===== src/rtl/dstk_pkg.sv =====
// Package dstk_pkg
// Shared widths and the array entry layout for the cached operand stack.
// Assumes a word is exactly two half-words.
package dstk_pkg;
    parameter int unsigned HALF_W = 16;
    parameter int unsigned WORD_W = 2 * HALF_W;

    // One array entry: upper and lower half-word fields.
    typedef struct packed {
        logic [HALF_W-1:0] upper;
        logic [HALF_W-1:0] lower;
    } entry_t;
endpackage


===== src/rtl/dstk_ctrl.sv =====
// Module dstk_ctrl
// Tracks how many entries are held in the array, decides whether a push or
// a pop is accepted, forms the write and read addresses, and keeps the
// sticky overflow and underflow flags.
// Assumes push has priority over pop when both are requested.
module dstk_ctrl #(
    parameter int unsigned DEPTH = 8
) (
    input  logic                       clk,
    input  logic                       rst_n,
    input  logic                       push_i,
    input  logic                       pop_i,
    output logic                       push_ok_o,
    output logic                       pop_ok_o,
    output logic [$clog2(DEPTH)-1:0]   wr_addr_o,
    output logic [$clog2(DEPTH)-1:0]   rd_addr_o,
    output logic                       ovf_o,
    output logic                       unf_o
);
    localparam int unsigned PW = $clog2(DEPTH);
    localparam int unsigned CW = PW + 1;

    logic [CW-1:0] count_q;
    logic          full;
    logic          empty;
    logic          pop_req;
    logic          ovf_q;
    logic          unf_q;

    // Occupancy decode and acceptance of the requested transfer.
    always_comb begin
        full      = (count_q == CW'(DEPTH));
        empty     = (count_q == '0);
        pop_req   = pop_i && !push_i;
        push_ok_o = push_i && !full;
        pop_ok_o  = pop_req && !empty;
        wr_addr_o = count_q[PW-1:0];
        rd_addr_o = count_q[PW-1:0] - PW'(1);
    end

    // Occupancy counter: up on an accepted push, down on an accepted pop.
    always_ff @(posedge clk) begin
        if (!rst_n)
            count_q <= '0;
        else if (push_ok_o)
            count_q <= count_q + CW'(1);
        else if (pop_ok_o)
            count_q <= count_q - CW'(1);
    end

    // Sticky error flags, cleared only by reset.
    always_ff @(posedge clk) begin
        if (!rst_n) begin
            ovf_q <= 1'b0;
            unf_q <= 1'b0;
        end else begin
            if (push_i && full)
                ovf_q <= 1'b1;
            if (pop_req && empty)
                unf_q <= 1'b1;
        end
    end

    assign ovf_o = ovf_q;
    assign unf_o = unf_q;

    // an accepted push raises the occupancy by one.
    a_r4_count_up: assert property (@(posedge clk) disable iff (!rst_n)
        push_ok_o |=> count_q == $past(count_q) + CW'(1));

    // a push into a full array sets overflow and leaves the count alone.
    a_r8_full_push: assert property (@(posedge clk) disable iff (!rst_n)
        (push_i && full) |=> (ovf_o && $stable(count_q)));

    // a pop from an empty array sets underflow and leaves the count alone.
    a_r9_empty_pop: assert property (@(posedge clk) disable iff (!rst_n)
        (pop_i && !push_i && empty) |=> (unf_o && $stable(count_q)));

    // the flags never fall outside reset.
    a_r11_ovf_sticky: assert property (@(posedge clk) disable iff (!rst_n)
        ovf_o |=> ovf_o);
    a_r11_unf_sticky: assert property (@(posedge clk) disable iff (!rst_n)
        unf_o |=> unf_o);

    // both transfers are never accepted in one cycle.
    a_r10_one_move: assert property (@(posedge clk) disable iff (!rst_n)
        $countones({push_ok_o, pop_ok_o}) <= 1);
endmodule


===== src/rtl/dstk_mem.sv =====
// Module dstk_mem
// Spill array for the cached operand stack: DEPTH entries, each with two
// half-word fields. One write port and one combinational read port.
// Assumes the controller only writes below DEPTH; contents are not reset.
module dstk_mem #(
    parameter int unsigned DEPTH = 8
) (
    input  logic                       clk,
    input  logic                       we_i,
    input  logic [$clog2(DEPTH)-1:0]   wr_addr_i,
    input  dstk_pkg::entry_t           wr_data_i,
    input  logic [$clog2(DEPTH)-1:0]   rd_addr_i,
    output dstk_pkg::entry_t           rd_data_o
);
    localparam int unsigned PW = $clog2(DEPTH);

    dstk_pkg::entry_t cells [DEPTH];

    for (genvar g = 0; g < DEPTH; g++) begin : g_entry
        dstk_pkg::entry_t cell_q;

        // Capture the written entry when this slot is addressed.
        always_ff @(posedge clk) begin
            if (we_i && (wr_addr_i == PW'(g)))
                cell_q <= wr_data_i;
        end

        assign cells[g] = cell_q;
    end

    // Combinational read of the newest stored entry.
    always_comb begin
        rd_data_o = cells[rd_addr_i];
    end
endmodule


===== src/rtl/dstk_regs.sv =====
// Module dstk_regs
// The T and N registers. T is loaded only from the ALU result, either as a
// full word or through its low half. N takes T on a push and the array
// read data on a pop.
// Assumes push_ok_i and pop_ok_i are never both high.
module dstk_regs (
    input  logic                           clk,
    input  logic                           rst_n,
    input  logic                           t_load_i,
    input  logic                           t_half_i,
    input  logic [dstk_pkg::WORD_W-1:0]    alu_i,
    input  logic                           push_ok_i,
    input  logic                           pop_ok_i,
    input  logic [dstk_pkg::WORD_W-1:0]    rd_data_i,
    output logic [dstk_pkg::WORD_W-1:0]    t_o,
    output logic [dstk_pkg::WORD_W-1:0]    n_o
);
    localparam int unsigned HW = dstk_pkg::HALF_W;
    localparam int unsigned WW = dstk_pkg::WORD_W;

    logic [WW-1:0] t_q;
    logic [WW-1:0] n_q;

    // Top register: full-word or low-half load from the ALU result.
    always_ff @(posedge clk) begin
        if (!rst_n)
            t_q <= '0;
        else if (t_load_i) begin
            if (t_half_i)
                t_q[HW-1:0] <= alu_i[HW-1:0];
            else
                t_q <= alu_i;
        end
    end

    // Next register: takes T on a push, the array entry on a pop.
    always_ff @(posedge clk) begin
        if (!rst_n)
            n_q <= '0;
        else if (push_ok_i)
            n_q <= t_q;
        else if (pop_ok_i)
            n_q <= rd_data_i;
    end

    assign t_o = t_q;
    assign n_o = n_q;

    // a full-word load places the ALU result in T.
    a_r2_t_full: assert property (@(posedge clk) disable iff (!rst_n)
        (t_load_i && !t_half_i) |=> t_o == $past(alu_i));

    // a half load keeps the upper half of T.
    a_r3_t_half: assert property (@(posedge clk) disable iff (!rst_n)
        (t_load_i && t_half_i) |=> (t_o[WW-1:HW] == $past(t_o[WW-1:HW])
                                    && t_o[HW-1:0] == $past(alu_i[HW-1:0])));

    // an accepted push copies the old T into N.
    a_r4_n_from_t: assert property (@(posedge clk) disable iff (!rst_n)
        push_ok_i |=> n_o == $past(t_o));

    // an accepted pop loads N from the array.
    a_r5_n_from_mem: assert property (@(posedge clk) disable iff (!rst_n)
        pop_ok_i |=> n_o == $past(rd_data_i));

    // without a load or an accepted transfer both registers hold.
    a_r12_hold: assert property (@(posedge clk) disable iff (!rst_n)
        (!t_load_i && !push_ok_i && !pop_ok_i) |=> ($stable(t_o) && $stable(n_o)));
endmodule


===== src/rtl/tn_data_stack.sv =====
// Module tn_data_stack
// Operand stack whose top two entries are held in registers T and N, with
// older entries in a DEPTH-entry spill array attached only to N. T and N
// feed an external ALU; its result returns on alu_i.
// Assumes DEPTH is a power of two, at least 2.
module tn_data_stack #(
    parameter int unsigned DEPTH = 8
) (
    input  logic        clk,
    input  logic        rst_n,
    input  logic        push_i,
    input  logic        pop_i,
    input  logic        t_load_i,
    input  logic        t_half_i,
    input  logic [31:0] alu_i,
    output logic [31:0] t_o,
    output logic [31:0] n_o,
    output logic        ovf_o,
    output logic        unf_o
);
    localparam int unsigned PW = $clog2(DEPTH);

    logic             push_ok;
    logic             pop_ok;
    logic [PW-1:0]    wr_addr;
    logic [PW-1:0]    rd_addr;
    dstk_pkg::entry_t rd_entry;
    dstk_pkg::entry_t wr_entry;

    dstk_ctrl #(.DEPTH(DEPTH)) u_ctrl (
        .clk       (clk),
        .rst_n     (rst_n),
        .push_i    (push_i),
        .pop_i     (pop_i),
        .push_ok_o (push_ok),
        .pop_ok_o  (pop_ok),
        .wr_addr_o (wr_addr),
        .rd_addr_o (rd_addr),
        .ovf_o     (ovf_o),
        .unf_o     (unf_o)
    );

    // The array is always written from N.
    assign wr_entry = dstk_pkg::entry_t'(n_o);

    dstk_mem #(.DEPTH(DEPTH)) u_mem (
        .clk       (clk),
        .we_i      (push_ok),
        .wr_addr_i (wr_addr),
        .wr_data_i (wr_entry),
        .rd_addr_i (rd_addr),
        .rd_data_o (rd_entry)
    );

    dstk_regs u_regs (
        .clk       (clk),
        .rst_n     (rst_n),
        .t_load_i  (t_load_i),
        .t_half_i  (t_half_i),
        .alu_i     (alu_i),
        .push_ok_i (push_ok),
        .pop_ok_i  (pop_ok),
        .rd_data_i (rd_entry),
        .t_o       (t_o),
        .n_o       (n_o)
    );

    // the first cycle after reset shows a cleared stack.
    a_r1_reset: assert property (@(posedge clk)
        !rst_n |=> (t_o == '0 && n_o == '0 && !ovf_o && !unf_o));
endmodule


===== config.mk =====
export PLATFORM = sky130hd
export DESIGN_NAME = tn_data_stack
export DESIGN_NICKNAME = d
export VERILOG_FILES = /design/src/rtl/dstk_pkg.sv /design/src/rtl/dstk_ctrl.sv /design/src/rtl/dstk_mem.sv /design/src/rtl/dstk_regs.sv /design/src/rtl/tn_data_stack.sv
export SDC_FILE = /design/constraint.sdc
export NUM_CORES = 1
export LEC_CHECK = 0
export ABC_CLOCK_PERIOD_IN_PS = 11400
export BUFFER_PORTS_ARGS = -buffer_cell sky130_fd_sc_hd__buf_2
export CORE_MARGIN = 1.5
export CORE_UTILIZATION = 60
export CTS_BUF_LIST = sky130_fd_sc_hd__clkbuf_8
export CTS_CLUSTER_DIAMETER = 30
export DETAILED_ROUTE_END_ITERATION = 6
export PLACE_DENSITY_LB_ADDON = 0.25
export SLEW_MARGIN = 20
export SYNTH_ARGS = -nofsm -noshare
export SYNTH_HDL_FRONTEND = slang
export SYNTH_SLANG_ARGS = --single-unit

===== constraint.sdc =====
create_clock -name clk -period 11.4 [get_ports clk]
set_input_delay 2.28 -clock clk [delete_from_list [all_inputs] [get_ports clk]]
set_output_delay 2.28 -clock clk [all_outputs]
set_load 0.05 [all_outputs]

* Word level (Yosys, flattened, before mapping)
Cells that the tools add are included.
** Operators by class
- $mul :: 0
- Div/mod/pow operators :: 0
- Equality and inequality tests :: 8
- Bitwise operators :: 2
- $add $sub $neg :: 3
- Reduce and logical (&&, ||, !) cells :: 20
- Multiplexer cells :: 7
- Shifts and indexed selects :: 0
- $lt $le $gt $ge :: 1
** Operator list (count)
- 32-bit 2-to-1 mux :: 4
- 32-bit binary-select mux with 3-bit select :: 1
- 1-bit logical AND :: 13
- 3-bit == test (second input constant) :: 4
- 4-bit 2-to-1 mux :: 2
- 3-bit by 2-bit == test with 1-bit output (second input constant) :: 2
- 4-bit by 1-bit adder with 4-bit output (second input constant) :: 1
- 4-bit == test (second input constant) :: 1
- 4-bit >= comparator (second input constant) :: 1
- 4-bit logical NOT :: 1
- 3-bit inverter with 4-bit output :: 1
- 4-bit by 1-bit subtractor with 4-bit output (second input constant) :: 1
- 3-bit by 1-bit == test with 1-bit output (second input constant) :: 1
- 1-bit logical NOT :: 3
- 3-bit logical NOT :: 1
- 3-bit by 1-bit subtractor with 3-bit output (second input constant) :: 1
- 2-bit AND reduction :: 1
- 2-bit nonzero test :: 1
- 1-bit inverter :: 1
** Word-level totals
- Memory bits (writable) :: 0
- Bits of input ports :: 38
- Word-level logic and storage cells :: 63
- Bits in latches :: 0
- Memories kept :: 0
- Bits in read-only memories :: 0
- Flip-flop bits (word level) :: 326
- Output and inout bits :: 66

* Longest topological paths before layout
- Depth after elaboration :: 7
- Mapped depth :: 13

* Modules after synthesis
From an unflattened synthesis, not the netlist that was laid out.
** Second synthesis, totals
- Cells, all modules :: 697
- Area, all modules :: 12811.0 µm²
** Modules (own cells, without submodules)
- dstk_mem :: times used 1, cells an instance 383, area an instance 9825.7 µm², seq. area each 7687.4 µm²
- dstk_regs :: times used 1, cells an instance 266, area an instance 2573.7 µm², seq. area each 1281.2 µm²
- dstk_ctrl :: times used 1, cells an instance 48, area an instance 411.6 µm², seq. area each 120.1 µm²

* Worst setup path before layout
No wires, ideal clock.
- Path kind :: input port to flip-flop
- From :: in push_i
- To :: reg u_mem.g_entry[3].cell_q, in the netlist u_mem.cells[128] (enable)
- Data required time :: 10932 ps
- Cell stages on the path :: 5
- Slack :: 5613 ps
- Arrival time :: 5319 ps
- Cell sequence :: inv_1 nor2_1 clkbuf_1 inv_1 nor3b_1
** On the way
- Cells in the longest elaborated chain, start to end :: 2
** Ends and longest elaborated chain
- start, declared :: line tn_data_stack.sv:11 : input logic push_i,
- 1-bit logical AND :: line dstk_ctrl.sv:35 : push_ok_o = push_i && !full;
- 1-bit logical AND :: line dstk_mem.sv:24 : if (we_i && (wr_addr_i == PW'(g)))
- end signal, assigned :: line dstk_mem.sv:25 : cell_q <= wr_data_i;
- end, declared :: line dstk_mem.sv:20 : dstk_pkg::entry_t cell_q;
No other way between the ends.
A chain may end at the register's enable or synchronous reset.

* Final worst setup path
- From :: in push_i
- To :: reg u_regs.n_q[29], in the netlist u_regs.n_o[29]
** On the way
- Cells in the longest elaborated chain, start to end :: 4
- Elaborated cells between the ends (all ways) :: 6
** Ends and longest elaborated chain
- 1-bit logical NOT :: line dstk_ctrl.sv:34 : pop_req = pop_i && !push_i;
- 1-bit logical AND :: line dstk_ctrl.sv:34
- 1-bit logical AND :: line dstk_ctrl.sv:36 : pop_ok_o = pop_req && !empty;
- 2-bit nonzero test (no line)
- end signal, assigned :: line dstk_regs.sv:41 : n_q <= t_q;
- end signal, assigned :: line dstk_regs.sv:43 : n_q <= rd_data_i;
- end, declared :: line dstk_regs.sv:22 : logic [WW-1:0] n_q;
Parallel ways exist; a longest one is shown, timed or not.

==> results.md <==
* Post-CTS repair timing setup buffer count at 0
* Clock tree from TritonCTS: built
* Launching element type of the critical path: input pin
* TritonCTS Sinks at 326
* Hold Path Stages at 2
* Global placement routability congestion at approximately 0.81
* Worst-Skew Late Latency at approximately 570 ps
* Worst-path maximum fanout at 40
* Share of layout cells above drive strength 1 at between 30% and 40%
* Synthesis-to-finish area growth at 15.5%
* Fin crit share at roughly 36%
* Data required time of the critical path at roughly 12,000 ps
* Largest stage delay on the critical path at between 800 and 900 ps
* 1st-pass router iterations at 5
* Post-synthesis cell area at ~0.013 sq mm
* Synthesized instance count at 734
* Port buffer count at 103
* Via count of the first global-routing pass at between 7,000 and 8,000
* Die area at around 0.022 sq mm
* Slew at the pin closest to its max-slew limit at roughly 1100 ps
* Clock Root Buffer: sky130_fd_sc_hd__clkbuf_8
* Crit Path Class: input pin to register
* Unrepaired setup endpoints after global routing: no
* Data arrival time of the worst path at around 4600 ps
* DRT Wirelength at about 27,000 um
* Upper clock frequency limit at 246 MHz
* Std-Cell Rows at 52
* MaxCap Viol Count at 0
* GRT overflow at 0
* Count of nets left with antenna violations after detail routing at 0
* Power density over the cells at roughly 220 mW/mm^2
* Cell chain of the critical path: buf_2 -> buf_4 -> nand2b_1 -> nor2_2 -> and3_1 -> buf_4 -> a221o_1
* Final number of setup-violating endpoints at 0
* Final Skew at 23.4 ps
* Total number of vias at between 7,000 and 8,000
* Antenna diode count at 0
* Number of distinct standard cells referenced by the synthesized netlist at 35
* H-tree depth at 2
* Capturing element type of the critical path: register
* Headroom to the max-slew limit at around a quarter
* Setup_tns at 0 ps
* Status: completed
* Yosys warns at 0
* Source of the worst hold timing path: u_regs.t_o[31]$_SDFFE_PN0P_
* End point of the most critical hold path: u_regs.t_o[31]$_SDFFE_PN0P_
* # hold bufs at CTS at 0
* Yosys reg bits at approximately 330
* Final min period at roughly 4100 ps
* Mean cell area of the mapped netlist at roughly 17 sq um
* Class of the most critical hold timing path: register to register
* Crit-path slowest cell: sky130_fd_sc_hd__and3_1
* Critical path's most frequent cell: sky130_fd_sc_hd__buf_4
* Post-Syn Nets at just under 800
* Cell count of the worst reg-to-reg path at 8
* Endpoint of the worst register-to-register path: u_regs.n_o[29]$_SDFFE_PN0P_
* Buffers from clock root to sink, at most at 3
* Launch instance of the worst register-to-register path: u_ctrl.count_q[0]$_SDFFE_PN0P_
* Maximum number of pins on one net before global-route repair at 74
* Total power after layout at about 3.3 mW
* Core area at about 0.020 sq mm
* Global routing usage summed across all routing layers at between 20% and 30%
* Die W at ~150 um
* Number of failing hold endpoints at the final stage at 0
* DR DRC count at 0
* Clock buffers created by TritonCTS at 54
* Max Transition Viols Final at 0
* Net count, final at between 800 and 900
* DRC violation total after the first TritonRoute iteration at between 600 and 700
* Y dimension of the die at 148 um
* Lkg Pwr at about 5.2 nW
* Number of top-level pins at approximately 100
* Largest vdd supply drop at approximately 0.00014 V
* Wire length of the first global-routing pass at between 40,000 and 50,000 um
* Worst reg-to-reg setup slack at 7760 ps
* Post-cts resize count at 0
* Vias/cell at approximately 6.2
* Share of synthesized area occupied by flip-flops and latches at 71.7%
* Effective utilization at floorplan at about three fifths
* Clock transition at the registers of the reported paths at roughly 60 ps
* Average wire per standard cell at 23.1 um
* Total half-perimeter wirelength after legalization and detailed placement at ~15,000 um
* Antenna violations before repair at 0
## power by group
group | total, mW | internal, mW | switching [mW]
clock | 1.11 | 0.659 | 0.449
combinational | 0.595 | 0.221 | 0.374
sequential | 1.56 | 1.45 | 0.104
total | 3.26 | 2.33 | 0.927
## placed cells by master, fill, tap and decap left out, types with 2 or more instances in the layout
master	n
sky130_fd_sc_hd__nand2b_1	3
sky130_fd_sc_hd__nand2_1	33
sky130_fd_sc_hd__clkinvlp_4	4
sky130_fd_sc_hd__nor3b_2	3
sky130_fd_sc_hd__a221o_1	32
sky130_fd_sc_hd__ha_1	6
sky130_fd_sc_hd__a21boi_0	17
sky130_fd_sc_hd__edfxtp_1	256
sky130_fd_sc_hd__and3_2	4
sky130_fd_sc_hd__bufinv_16	7
sky130_fd_sc_hd__nand3_1	32
sky130_fd_sc_hd__o21ai_1	7
sky130_fd_sc_hd__dfxtp_1	69
sky130_fd_sc_hd__o21ai_0	60
sky130_fd_sc_hd__buf_2	103
sky130_fd_sc_hd__nor2b_1	19
sky130_fd_sc_hd__clkinv_1	10
sky130_fd_sc_hd__mux4_2	64
sky130_fd_sc_hd__clkinv_2	9
sky130_fd_sc_hd__buf_4	14
sky130_fd_sc_hd__inv_1	14
sky130_fd_sc_hd__and3_1	2
sky130_fd_sc_hd__a21oi_1	2
sky130_fd_sc_hd__and2_1	32
sky130_fd_sc_hd__or3_1	2
sky130_fd_sc_hd__clkbuf_8	62
sky130_fd_sc_hd__nor2_2	2
sky130_fd_sc_hd__mux2i_1	18
## cells in the mapped netlist
| cell | number | area share [%] |
|---|---|---|
| sky130_fd_sc_hd__a21boi_0 | 17 | 1.0 |
| sky130_fd_sc_hd__ha_1 | 7 | 0.69 |
| sky130_fd_sc_hd__nor4b_2 | 1 | 0.12 |
| sky130_fd_sc_hd__clkbuf_1 | 38 | 1.1 |
| sky130_fd_sc_hd__xor2_1 | 1 | 0.069 |
| sky130_fd_sc_hd__nor3b_4 | 1 | 0.15 |
| sky130_fd_sc_hd__edfxtp_1 | 256 | 61 |
| sky130_fd_sc_hd__buf_2 | 11 | 0.43 |
| sky130_fd_sc_hd__nor2_1 | 1 | 0.030 |
| sky130_fd_sc_hd__nand3_1 | 32 | 1.3 |
| sky130_fd_sc_hd__o311a_1 | 1 | 0.079 |
| sky130_fd_sc_hd__o21ai_0 | 60 | 2.4 |
| sky130_fd_sc_hd__nand2b_1 | 3 | 0.15 |
| sky130_fd_sc_hd__and2_1 | 33 | 1.6 |
| sky130_fd_sc_hd__mux2i_1 | 18 | 1.4 |
| sky130_fd_sc_hd__buf_1 | 1 | 0.030 |
| sky130_fd_sc_hd__a21oi_1 | 2 | 0.079 |
| sky130_fd_sc_hd__nor2b_1 | 19 | 0.94 |
| sky130_fd_sc_hd__nor2_2 | 1 | 0.049 |
| sky130_fd_sc_hd__nand3b_1 | 1 | 0.059 |
| sky130_fd_sc_hd__fa_1 | 1 | 0.16 |
| sky130_fd_sc_hd__inv_1 | 4 | 0.12 |
| sky130_fd_sc_hd__or3_1 | 2 | 0.099 |
| sky130_fd_sc_hd__dfxtp_1 | 70 | 11 |
| sky130_fd_sc_hd__mux4_2 | 64 | 11 |
| sky130_fd_sc_hd__nand2_1 | 33 | 0.98 |
| sky130_fd_sc_hd__nor3b_1 | 3 | 0.18 |
| sky130_fd_sc_hd__a21o_1 | 1 | 0.059 |
| sky130_fd_sc_hd__a221o_1 | 32 | 2.5 |
| sky130_fd_sc_hd__and3b_1 | 1 | 0.069 |
| sky130_fd_sc_hd__buf_6 | 4 | 0.36 |
| sky130_fd_sc_hd__o21ai_1 | 7 | 0.28 |
| sky130_fd_sc_hd__and3_1 | 6 | 0.30 |
| sky130_fd_sc_hd__a31oi_1 | 1 | 0.049 |
| sky130_fd_sc_hd__xnor2_1 | 1 | 0.069 |
## sequential cells by signal (all words and copies together), names as in the netlist
signal / cells
u_regs.n_o: 32
u_regs.t_o: 32
u_ctrl.unf_o: 1
u_ctrl.ovf_o: 1
u_ctrl.count_q: 4
u_mem.cells: 256
## how the worst max path moves through the flow
stage	startpoint	endpoint	slack, ps	depth (start not counted)
2_1_floorplan	push_i	u_mem.cells[128]$_DFFE_PP_	5610	5
3_3_place_gp	push_i	u_regs.n_o[30]$_SDFFE_PN0P_	6970	7
3_5_place_dp	push_i	u_regs.n_o[0]$_SDFFE_PN0P_	6820	7
4_1_cts	push_i	u_regs.n_o[24]$_SDFFE_PN0P_	7430	7
5_1_grt	push_i	u_regs.n_o[30]$_SDFFE_PN0P_	7310	7
6_report	push_i	u_regs.n_o[29]$_SDFFE_PN0P_	7340	7
## stage by stage
stage                     worst slack, ps  hold slack [ps]  utilization, %  instances  cell area (sq um)
after detailed placement             6820              484            65.5       1067              13400
after floorplan                      5610              500               -        734              12700
after global placement               6970              476            65.5       1067              13400
final                                7340              494            71.4       1169              14600
after CTS                            7430              493            71.4       1169              14600
after global routing                 7310              514            71.4       1169              14600
## cell type report
type                    count  area, sq um
inverters                   4         15.0
multi-input cells         350         3360
clock buffers              62          853
well taps                 270          338
flip-flops and latches    326         9090
fillers                  1290         5860
repair buffers            117          621
clock inverters            40          360
## routing by layer
metal / up-vias / global-route usage [%] / wire length (um) / part of all wire (%)
met2: 371 / 40.3 / 13100 / 49
met5: - / 0 / 0 / 0
li1: 3154 / - / - / -
met3: 61 / 4.82 / 2250 / 8.3
met1: 3645 / 35.5 / 11000 / 41
met4: 0 / 10.3 / 703 / 2.6
## worst max-delay path, delay by kind of cell
family                 cells  cell delay, ps
AND/OR/NAND/NOR            3            1310
buffers and inverters      3             770
AO/OA/AOI/OAI              1             180
## cells by family after synthesis
kind of cell               count (synthesis)  share of synthesized area, %
DFF                                      326                          71.7
and+or+nand+nor                          137                          6.00
AOI/OAI and AO/OA                        121                          6.45
muxes                                     82                          12.8
buffers and inverters                     58                          2.06
adders and majority gates                  8                         0.849
xor gates and xnor gates                   2                         0.138
No activity file was read; power rests on OpenSTA's default activity.
